## config.mk

```make
export PLATFORM = sky130hd
export DESIGN_NAME = usb_irq_wrap
export DESIGN_NICKNAME = d
export VERILOG_FILES = /design/src/rtl/usbirq_pkg.sv /design/src/rtl/usbirq_bank.sv /design/src/rtl/usbirq_sync.sv /design/src/rtl/usbirq_eoi_gate.sv /design/src/rtl/usb_irq_wrap.sv
export SDC_FILE = /design/constraint.sdc
export NUM_CORES = 1
export LEC_CHECK = 0
export CAP_MARGIN = 20
export CORE_UTILIZATION = 40
export DETAILED_ROUTE_END_ITERATION = 10
export DONT_BUFFER_PORTS = 1
export PLACE_DENSITY = 0.53
export SLEW_MARGIN = 20
export SYNTH_ARGS = -nofsm -noshare
export SYNTH_HDL_FRONTEND = slang
export SYNTH_SLANG_ARGS = --single-unit
```

## constraint.sdc

```tcl
create_clock -name clk -period 2.06 [get_ports clk]
set_input_delay 0.206 -clock clk [delete_from_list [all_inputs] [get_ports clk]]
set_output_delay 0.206 -clock clk [all_outputs]
set_load 0.05 [all_outputs]
```

## src/rtl/usbirq_pkg.sv

```systemverilog
package usbirq_pkg;
    localparam int DW     = 32;
    localparam int RX_LSB = 16;

    // word index = byte address [6:2]
    localparam logic [4:0] IDX_REV  = 5'd0;
    localparam logic [4:0] IDX_CTRL = 5'd1;
    localparam logic [4:0] IDX_STAT = 5'd2;
    localparam logic [4:0] IDX_EOI  = 5'd24;

    typedef enum logic [2:0] {
        SLOT_SRC   = 3'd0,
        SLOT_SET   = 3'd1,
        SLOT_CLR   = 3'd2,
        SLOT_MSK   = 3'd3,
        SLOT_MSET  = 3'd4,
        SLOT_MCLR  = 3'd5,
        SLOT_MVIEW = 3'd6
    } grp_slot_e;

    typedef struct packed {
        logic [DW-1:0] src;
        logic [DW-1:0] msk;
    } bank_st_t;
endpackage

```

## src/rtl/usbirq_bank.sv

```systemverilog
module usbirq_bank
    import usbirq_pkg::*;
#(
    parameter logic [DW-1:0] VALID = '1
) (
    input  logic          clk,
    input  logic          rst_n,
    input  logic          soft_clr,
    input  logic [DW-1:0] hw_set,
    input  logic          sw_set_we,
    input  logic          sw_clr_we,
    input  logic          msk_set_we,
    input  logic          msk_clr_we,
    input  logic [DW-1:0] wdata,
    output logic [DW-1:0] src_o,
    output logic [DW-1:0] msk_o
);
    bank_st_t st_d, st_q;

    always_comb begin
        st_d = st_q;
        if (sw_clr_we)  st_d.src = st_d.src & ~wdata;
        if (sw_set_we)  st_d.src = st_d.src | wdata;
        // hardware events are applied after the clear so they win
        st_d.src = (st_d.src | hw_set) & VALID;
        if (msk_clr_we) st_d.msk = st_d.msk & ~wdata;
        if (msk_set_we) st_d.msk = st_d.msk | wdata;
        st_d.msk = st_d.msk & VALID;
        if (soft_clr)   st_d = '0;
    end

    always_ff @(posedge clk or negedge rst_n) begin
        if (!rst_n) st_q <= '0;
        else        st_q <= st_d;
    end

    assign src_o = st_q.src;
    assign msk_o = st_q.msk;
endmodule

```

## src/rtl/usbirq_sync.sv

```systemverilog
module usbirq_sync #(
    parameter int STAGES = 2
) (
    input  logic clk,
    input  logic rst_n,
    input  logic din,
    output logic dout
);
    logic [STAGES-1:0] sh_d, sh_q;

    always_comb sh_d = {sh_q[STAGES-2:0], din};

    always_ff @(posedge clk or negedge rst_n) begin
        if (!rst_n) sh_q <= '0;
        else        sh_q <= sh_d;
    end

    assign dout = sh_q[STAGES-1];
endmodule

```

## src/rtl/usbirq_eoi_gate.sv

```systemverilog
module usbirq_eoi_gate (
    input  logic clk,
    input  logic rst_n,
    input  logic pending,
    input  logic eoi_wr,
    output logic irq_o
);
    logic irq_d, irq_q;

    // held high until acknowledged; re-evaluated the cycle after
    always_comb irq_d = irq_q ? !eoi_wr : pending;

    always_ff @(posedge clk or negedge rst_n) begin
        if (!rst_n) irq_q <= 1'b0;
        else        irq_q <= irq_d;
    end

    assign irq_o = irq_q;
endmodule

```

## src/rtl/usb_irq_wrap.sv

```systemverilog
module usb_irq_wrap
    import usbirq_pkg::*;
#(
    parameter int          ADDR_W      = 7,
    parameter int          TX_EP_N     = 16,
    parameter int          RX_EP_N     = 16,
    parameter int          CORE_EV_N   = 9,
    parameter int          CORE_EV_LSB = 16,
    parameter int          SYNC_STAGES = 2,
    parameter logic [31:0] REV_ID      = 32'h0001_0A01
) (
    input  logic                 clk,
    input  logic                 rst_n,
    input  logic                 bus_sel,
    input  logic                 bus_wr,
    input  logic [ADDR_W-1:0]    bus_addr,
    input  logic [DW-1:0]        bus_wdata,
    output logic [DW-1:0]        bus_rdata,
    input  logic [TX_EP_N-1:0]   ep_tx_evt,
    input  logic [RX_EP_N-1:0]   ep_rx_evt,
    input  logic [CORE_EV_N-1:0] core_evt,
    input  logic                 vbus_drv,
    output logic                 irq
);
    localparam logic [DW-1:0] TX_FIELD   = DW'((64'd1 << TX_EP_N) - 64'd1);
    localparam logic [DW-1:0] RX_FIELD   = DW'(((64'd1 << RX_EP_N) - 64'd2) << RX_LSB);
    localparam logic [DW-1:0] EP_VALID   = TX_FIELD | RX_FIELD;
    localparam logic [DW-1:0] CORE_VALID = DW'(((64'd1 << CORE_EV_N) - 64'd1) << CORE_EV_LSB);
    localparam int            NGRP       = 2;

    logic            aligned, wr_hit, soft_clr, eoi_wr, vbus_s, pending;
    logic [4:0]      widx;
    logic [NGRP-1:0][DW-1:0] hw_set, src_w, msk_w;
    logic [DW-1:0]   ep_src_w, ep_msk_w, core_src_w, core_msk_w;

    assign aligned  = (bus_addr[1:0] == 2'b00) && ((bus_addr >> 7) == '0);
    assign widx     = bus_addr[6:2];
    assign wr_hit   = bus_sel && bus_wr && aligned;
    assign soft_clr = wr_hit && (widx == IDX_CTRL) && bus_wdata[0];
    assign eoi_wr   = wr_hit && (widx == IDX_EOI);

    assign hw_set[0] = DW'(ep_tx_evt) | (DW'(ep_rx_evt) << RX_LSB);
    assign hw_set[1] = DW'(core_evt) << CORE_EV_LSB;

    for (genvar g = 0; g < NGRP; g++) begin : g_bank
        localparam logic [DW-1:0] VMASK = (g == 0) ? EP_VALID : CORE_VALID;
        localparam logic [1:0]    GSEL  = 2'(g + 1);
        logic grp_wr;
        assign grp_wr = wr_hit && (widx[4:3] == GSEL);

        usbirq_bank #(.VALID(VMASK)) i_bank (
            .clk        (clk),
            .rst_n      (rst_n),
            .soft_clr   (soft_clr),
            .hw_set     (hw_set[g]),
            .sw_set_we  (grp_wr && (widx[2:0] == SLOT_SET)),
            .sw_clr_we  (grp_wr && (widx[2:0] == SLOT_CLR)),
            .msk_set_we (grp_wr && (widx[2:0] == SLOT_MSET)),
            .msk_clr_we (grp_wr && (widx[2:0] == SLOT_MCLR)),
            .wdata      (bus_wdata),
            .src_o      (src_w[g]),
            .msk_o      (msk_w[g])
        );
    end

    assign ep_src_w   = src_w[0];
    assign ep_msk_w   = msk_w[0];
    assign core_src_w = src_w[1];
    assign core_msk_w = msk_w[1];

    assign pending = (|(ep_src_w & ep_msk_w)) || (|(core_src_w & core_msk_w));

    usbirq_sync #(.STAGES(SYNC_STAGES)) i_sync (
        .clk   (clk),
        .rst_n (rst_n),
        .din   (vbus_drv),
        .dout  (vbus_s)
    );

    usbirq_eoi_gate i_gate (
        .clk     (clk),
        .rst_n   (rst_n),
        .pending (pending),
        .eoi_wr  (eoi_wr),
        .irq_o   (irq)
    );

    always_comb begin
        logic [DW-1:0] s, m;
        bus_rdata = '0;
        s = widx[4] ? core_src_w : ep_src_w;
        m = widx[4] ? core_msk_w : ep_msk_w;
        if (aligned) begin
            if (widx == IDX_REV)       bus_rdata = REV_ID;
            else if (widx == IDX_STAT) bus_rdata = DW'(vbus_s);
            else if (widx[4:3] == 2'b01 || widx[4:3] == 2'b10) begin
                case (widx[2:0])
                    SLOT_SRC:   bus_rdata = s;
                    SLOT_MSK:   bus_rdata = m;
                    SLOT_MVIEW: bus_rdata = s & m;
                    default:    bus_rdata = '0;
                endcase
            end
        end
    end
endmodule

```

# Word level (Yosys, flattened, before mapping)
# Index checks and enable logic that the tools add are counted.
# Widths: inputs -> output; s select.
[totals] out_inout_bits=33 word_cells=73 ff_bits=124
[classes] reduce_logical=23 bitwise=15 eq_ne=11 muxes=18
[ops] op="$mux 32" count=10
[ops] op="$and 32x32->32" count=4
[ops] op="$mux 25" count=4
[ops] op="$or 32x32->32" count=3
[ops] op="$pmux 32 s3" count=1
[ops] op="$or 25x25->25" count=3
[ops] op="$mux 64" count=1
[ops] op="$reduce_or 32->1" count=2
[ops] op="$mux 57" count=1
[ops] op="$and 25x25->25" count=2
[ops] op="$and 25x32->32" count=1
[ops] op="$not 32->32" count=1
[ops] op="$or 16x32->32" count=1
[ops] op="$logic_and 1x1->1" count=15
[ops] op="$eq 3x3->1 const B" count=3
[ops] op="$eq 3x2->1 const B" count=2
[ops] op="$eq 5x1->1 const B" count=1
[ops] op="$eq 5x2->1 const B" count=1
[ops] op="$eq 5x5->1 const B" count=1
[ops] op="$logic_not 5->1" count=1
[ops] op="$eq 3x1->1 const B" count=1
[ops] op="$logic_not 3->1" count=1
[ops] op="$eq 2x1->1 const B" count=1
[ops] op="$eq 2x2->1 const B" count=1
[ops] op="other kinds (4)" count=5

# Logic depth before layout (Yosys ltp)
[depth] word_depth=9 ltp_mapped=10 ltp_nobuf=7

# By module
# From an unflattened synthesis, not the netlist that was laid out.
[hier_totals] hier_cells=703 hier_area_um2=6821.5
[by_module_without_submodules] mod="usbirq_bank at g_bank[0].i_bank" n_inst=1 seq_area_each_um2=1551.5 area_each_um2=3123.0 cells_per_inst=270
[by_module_without_submodules] mod="usb_irq_wrap" n_inst=1 seq_area_each_um2=0.0 area_each_um2=2402.3 cells_per_inst=303
[by_module_without_submodules] mod="usbirq_bank at g_bank[1].i_bank" n_inst=1 seq_area_each_um2=450.4 area_each_um2=1207.4 cells_per_inst=125
[by_module_without_submodules] mod="usbirq_sync" n_inst=1 seq_area_each_um2=50.0 area_each_um2=50.0 cells_per_inst=2
[by_module_without_submodules] mod="usbirq_eoi_gate" n_inst=1 seq_area_each_um2=25.0 area_each_um2=38.8 cells_per_inst=3

# Worst setup path after synthesis
# No wires, ideal clock.
[synth_path] path_type="input to output" from="input port bus_addr[2]" to="output port bus_rdata[16]" path_slack_ns=-0.305 path_stages=8 path_buffers=3 arrival_time_ns=2.159 cell_sequence="buf_2 > and3b_1 > buf_2 > o21bai_1 > and2_1 > buf_2 > a31oi_1 > nor3_1"
[synth_between] elab_chain_cells=6
[synth_lines] element="start: declaration" line="usb_irq_wrap.sv:16" source="input logic [ADDR_W-1:0] bus_addr,"
[synth_lines] element="$eq 3x3->1, or another cell as far along" line="usb_irq_wrap.sv:97" source="case (widx[2:0])"
[synth_lines] element="$pmux 32 s3" line="usb_irq_wrap.sv:97"
[synth_lines] element="$mux 32" line="usb_irq_wrap.sv:96" source="else if (widx[4:3] == 2'b01 || widx[4:3] == 2'b10) begin"
[synth_lines] element="$mux 32" line="usb_irq_wrap.sv:95" source="else if (widx == IDX_STAT) bus_rdata = DW'(vbus_s);"
[synth_lines] element="$mux 32 *" line="usb_irq_wrap.sv:94" source="if (widx == IDX_REV) bus_rdata = REV_ID;"
[synth_lines] element="$mux 32 *" line="usb_irq_wrap.sv:93" source="if (aligned) begin"
[synth_lines] element="end: declaration" line="usb_irq_wrap.sv:18" source="output logic [DW-1:0] bus_rdata,"
# Every way passes the cells marked *; elsewhere a longest branch is shown, timed or not.

# Final worst setup path
[layout_path] from="register g_bank[0].i_bank.st_q (netlist bit g_bank[0].i_bank.msk_o[22])" to="output port bus_rdata[22]"
[layout_between] elab_chain_cells=7
[layout_lines] element="start: declaration" line="usbirq_bank.sv:18" source="bank_st_t st_d, st_q;"
[layout_lines] element="start signal: assignment" line="usbirq_bank.sv:34" source="else st_q <= st_d;"
[layout_lines] element="$mux 32 *" line="usb_irq_wrap.sv:92" source="m = widx[4] ? core_msk_w : ep_msk_w;"
[layout_lines] element="$and 32x32->32" line="usb_irq_wrap.sv:100" source="SLOT_MVIEW: bus_rdata = s & m;"
[layout_lines] element="$pmux 32 s3 *" line="usb_irq_wrap.sv:97"
[layout_lines] element="$mux 32 *" line="usb_irq_wrap.sv:96"
[layout_lines] element="$mux 32 *" line="usb_irq_wrap.sv:95"
[layout_lines] element="$mux 32 *" line="usb_irq_wrap.sv:94"
[layout_lines] element="$mux 32 *" line="usb_irq_wrap.sv:93"
# Marked as above.

==> flow_summary.ini <==
[global_route]
grt_pass1_vias = 4663
grt.overflow.total = 0
grt_pass1_wl_um = 26160
antenna_found_initial = 0
grt_usage_pct = 26.63
grt_max_degree = 84

[logic_synthesis]
synthXorXnorAreaFrac_pct = 0.1730
synthSimpleGateAreaFrac_pct = 20.95
synth_seq_cells = 83
synthAdderAreaFrac_pct = 0.4942
yosysUniqueCellTypes = 41
synth.avg_cell_area_um2 = 9.042
synthMuxAreaShare_pct = 3.361
syn_area_mm2 = 0.005064
syn_nets = 647
synth_compound_area_share_pct = 27.35
yosysSeqAreaShare_pct = 41.02
syn_inst = 560
synth_top_family_by_area = compound AO/OA/AOI/OAI gates
yosysWarnings = 0

[finish]
multiInputGateArea_mm2 = 0.002668
fin_nets = 701
syn_to_final_growth_pct = 23.35
final_cell_mix = nand2_1 (114), nor2_1 (84), dfrtp_1 (83)
area.sequential_mm2 = 0.002077
drive_gt1_share_pct = 19.06
final_common_cell = nand2_1
fill_cells = 1113
n_antenna_cell = 0
stdcell_count = 787

[clock_network]
cts_tree = done
cts_setup_buffers = 0
cts_root_buffer = clkbuf_16
cts.hold.buffers_added = 37
clk_latency_ps = 350
post_cts_resized = 0
clk_pin_slew_worst_paths_ps = 60
cts_buffers = 9
clockBufferDepth = 2
cts_htree_levels = 3
cts_sinks = 83

[setup_path]
slowest_stage = dfrtp_1
critPathLaunchType = flop
crit_start = g_bank[0].i_bank.msk_o[22]
cp_num_buf_inv = 1
crit_arrival_ps = 1680
critical_path_required_ps = 1850
crit_fanout = 3
end_kind = output port
r2r_start = g_bank[0].i_bank.msk_o[14]
path_cells = mux2_2 -> a21oi_1 -> o31ai_1 -> and3_1 -> buf_12
worstSetupPathType = flop to output port
slowest_delay_ps = 430
critical-path-top-delay-family = flip-flops

[sta]
rsz0062_at_grt = false
fin_crit_sh_pct = 91.76
relSlewSlack_pct = 67.18
hold_ws_ps = -452.2
hold_viol_final = 86
worst_pin_slew_ps = 491.8
clock_skew_ps = 6.420
fmax_mhz = 529.0
report.final.slew_viol_count = 0
finalSetupViolCount = 0
tns_ps = 0
post-route-min-period_ps = 1890

[run_status]
status = complete, but fails checks
violations = hold timing

[route]
wl_met2_um = 7689
routed_wirelength_um = 16700
drtIter0Drc = 392
detail-route-antenna-nets = 0
top_layer = met4
via_count = 4661
wl_met1_um = 7307
via_per_inst = 5.922
wl_per_cell_um = 21.22
drc_errors = 0
route.met3.wl_um = 1322
firstDrtPassIters = 5

[place]
hpwlAfterDp_um = 11110
numPortBuffers = 0
dp.cells = 734
place.gp.congestion = 0.8235

[power_and_ir_drop]
p_leak_nw = 2.269
powerDensity_mw_per_mm2 = 616.0
ir_worst_vdd_v = 0.0003079

[floorplan]
die_area_mm2 = 0.01311
coreArea_mm2 = 0.01216
io_pins = 118
die_w_um = 114.5
num_rows = 40
die_height_um = 114.5
initial_utilization_pct = 41.64

[hold_path]
hp-class = input port to asynchronous set/reset pin

[run]
maxCapViolCount = 0
worst reg2reg max path, stage by stage (launching register included):
cell	delay (ps)
dfrtp_1	440
a22o_1	220
a221oi_1	340
nand4_1	170
nor3_1	240
a21oi_1	70
flip-flops by register name (all words and copies together) (netlist names):
| signal | count |
|---|---|
| g_bank.i_bank.msk_o | 40 |
| i_sync.sh_q | 2 |
| i_gate.irq_o | 1 |
| g_bank.i_bank.src_o | 40 |
metal layers:
| layer | vias to the layer above | global-route usage (%) |
|---|---|---|
| met5 | - | 0 |
| met4 | 0 | 9.177 |
| met3 | 27 | 7.358 |
| met2 | 192 | 40.77 |
| met1 | 2304 | 36.18 |
| li1 | 2138 | - |
Yosys cell counts:
master	count	area [um^2]
o31ai_1	8	60.06
mux2i_1	8	80.08
nand4bb_1	1	11.26
inv_1	6	22.52
or3_4	1	11.26
clkbuf_1	6	22.52
a31oi_1	1	6.260
ha_1	2	25.02
or3b_4	1	11.26
clkbuf_2	1	5.000
mux2_2	8	90.09
and3_1	8	50.05
nor2_2	1	6.260
nand3_1	3	15.01
nand3b_1	1	7.510
a221oi_1	18	157.7
a222oi_1	1	10.01
nand2_1	114	427.9
buf_6	15	168.9
o21a_1	3	22.52
buf_4	1	7.510
a22oi_1	42	315.3
dfrtp_1	83	2077
or2_1	2	12.51
o21ai_0	24	120.1
nor3_4	4	65.06
nor3_2	2	20.02
nand2b_1	1	6.260
nor4_4	1	21.27
a21oi_1	33	165.2
xor2_1	1	8.760
and2_1	2	12.51
nor2_1	85	319.1
nor2b_1	1	6.260
o21bai_1	1	7.510
and3b_1	1	8.760
a22o_1	8	70.07
a221oi_2	30	450.4
nand4_1	3	18.77
nor3_1	6	30.03
buf_2	22	110.1
cell type report:
class,instances,share of cell area (%)
multi-input combinational,426,42.71
inverter,6,0.3606
clock inverter,5,1.362
clock buffer,11,3.886
timing repair buffer,88,15.06
tap,168,3.365
sequential,83,33.25
worst paths after layout:
path                       cells after the start  slack [ps]                          to
setup reg to reg                               5         460                i_gate.irq_o
hold reg to reg                                0         350              i_sync.sh_q[1]
setup / recovery                               5         170               bus_rdata[22]
hold / removal                                 0        -450              i_sync.sh_q[1]
min in group clk                               2           0   g_bank[0].i_bank.src_o[9]
max in group asynchronous                      0        2380  g_bank[0].i_bank.msk_o[13]
per-stage QoR:
step                      utilization (%)  setup slack [ps]  total power, mW  area (um^2)
after CTS                           51.36             177.9            3.864         6246
after global placement              45.62             358.9            1.996         5548
after global routing                51.36             92.20            3.982         6246
after floorplan                         -            -204.4            1.965         5069
final                               51.36             169.7            3.848         6246
after detailed placement            45.62             339.4            2.003         5548
cells by family after synthesis:
kind of cell             after synthesis
multiplexers                          16
flip-flops                            83
buffers and inverters                 51
AND/OR/NAND/NOR                      238
adder cells (fa/ha/maj)                2
XOR/XNOR                               1
AO/OA/AOI/OAI                        169
power by group:
part / leakage [nW] / total (mW) / internal (mW) / switching [mW]
sequential: 0.934 / 1.72 / 1.67 / 0.0451
combinational: 1.18 / 0.319 / 0.166 / 0.152
clock: 0.156 / 1.81 / 1.10 / 0.709
Power figures use the tool's default switching activity.
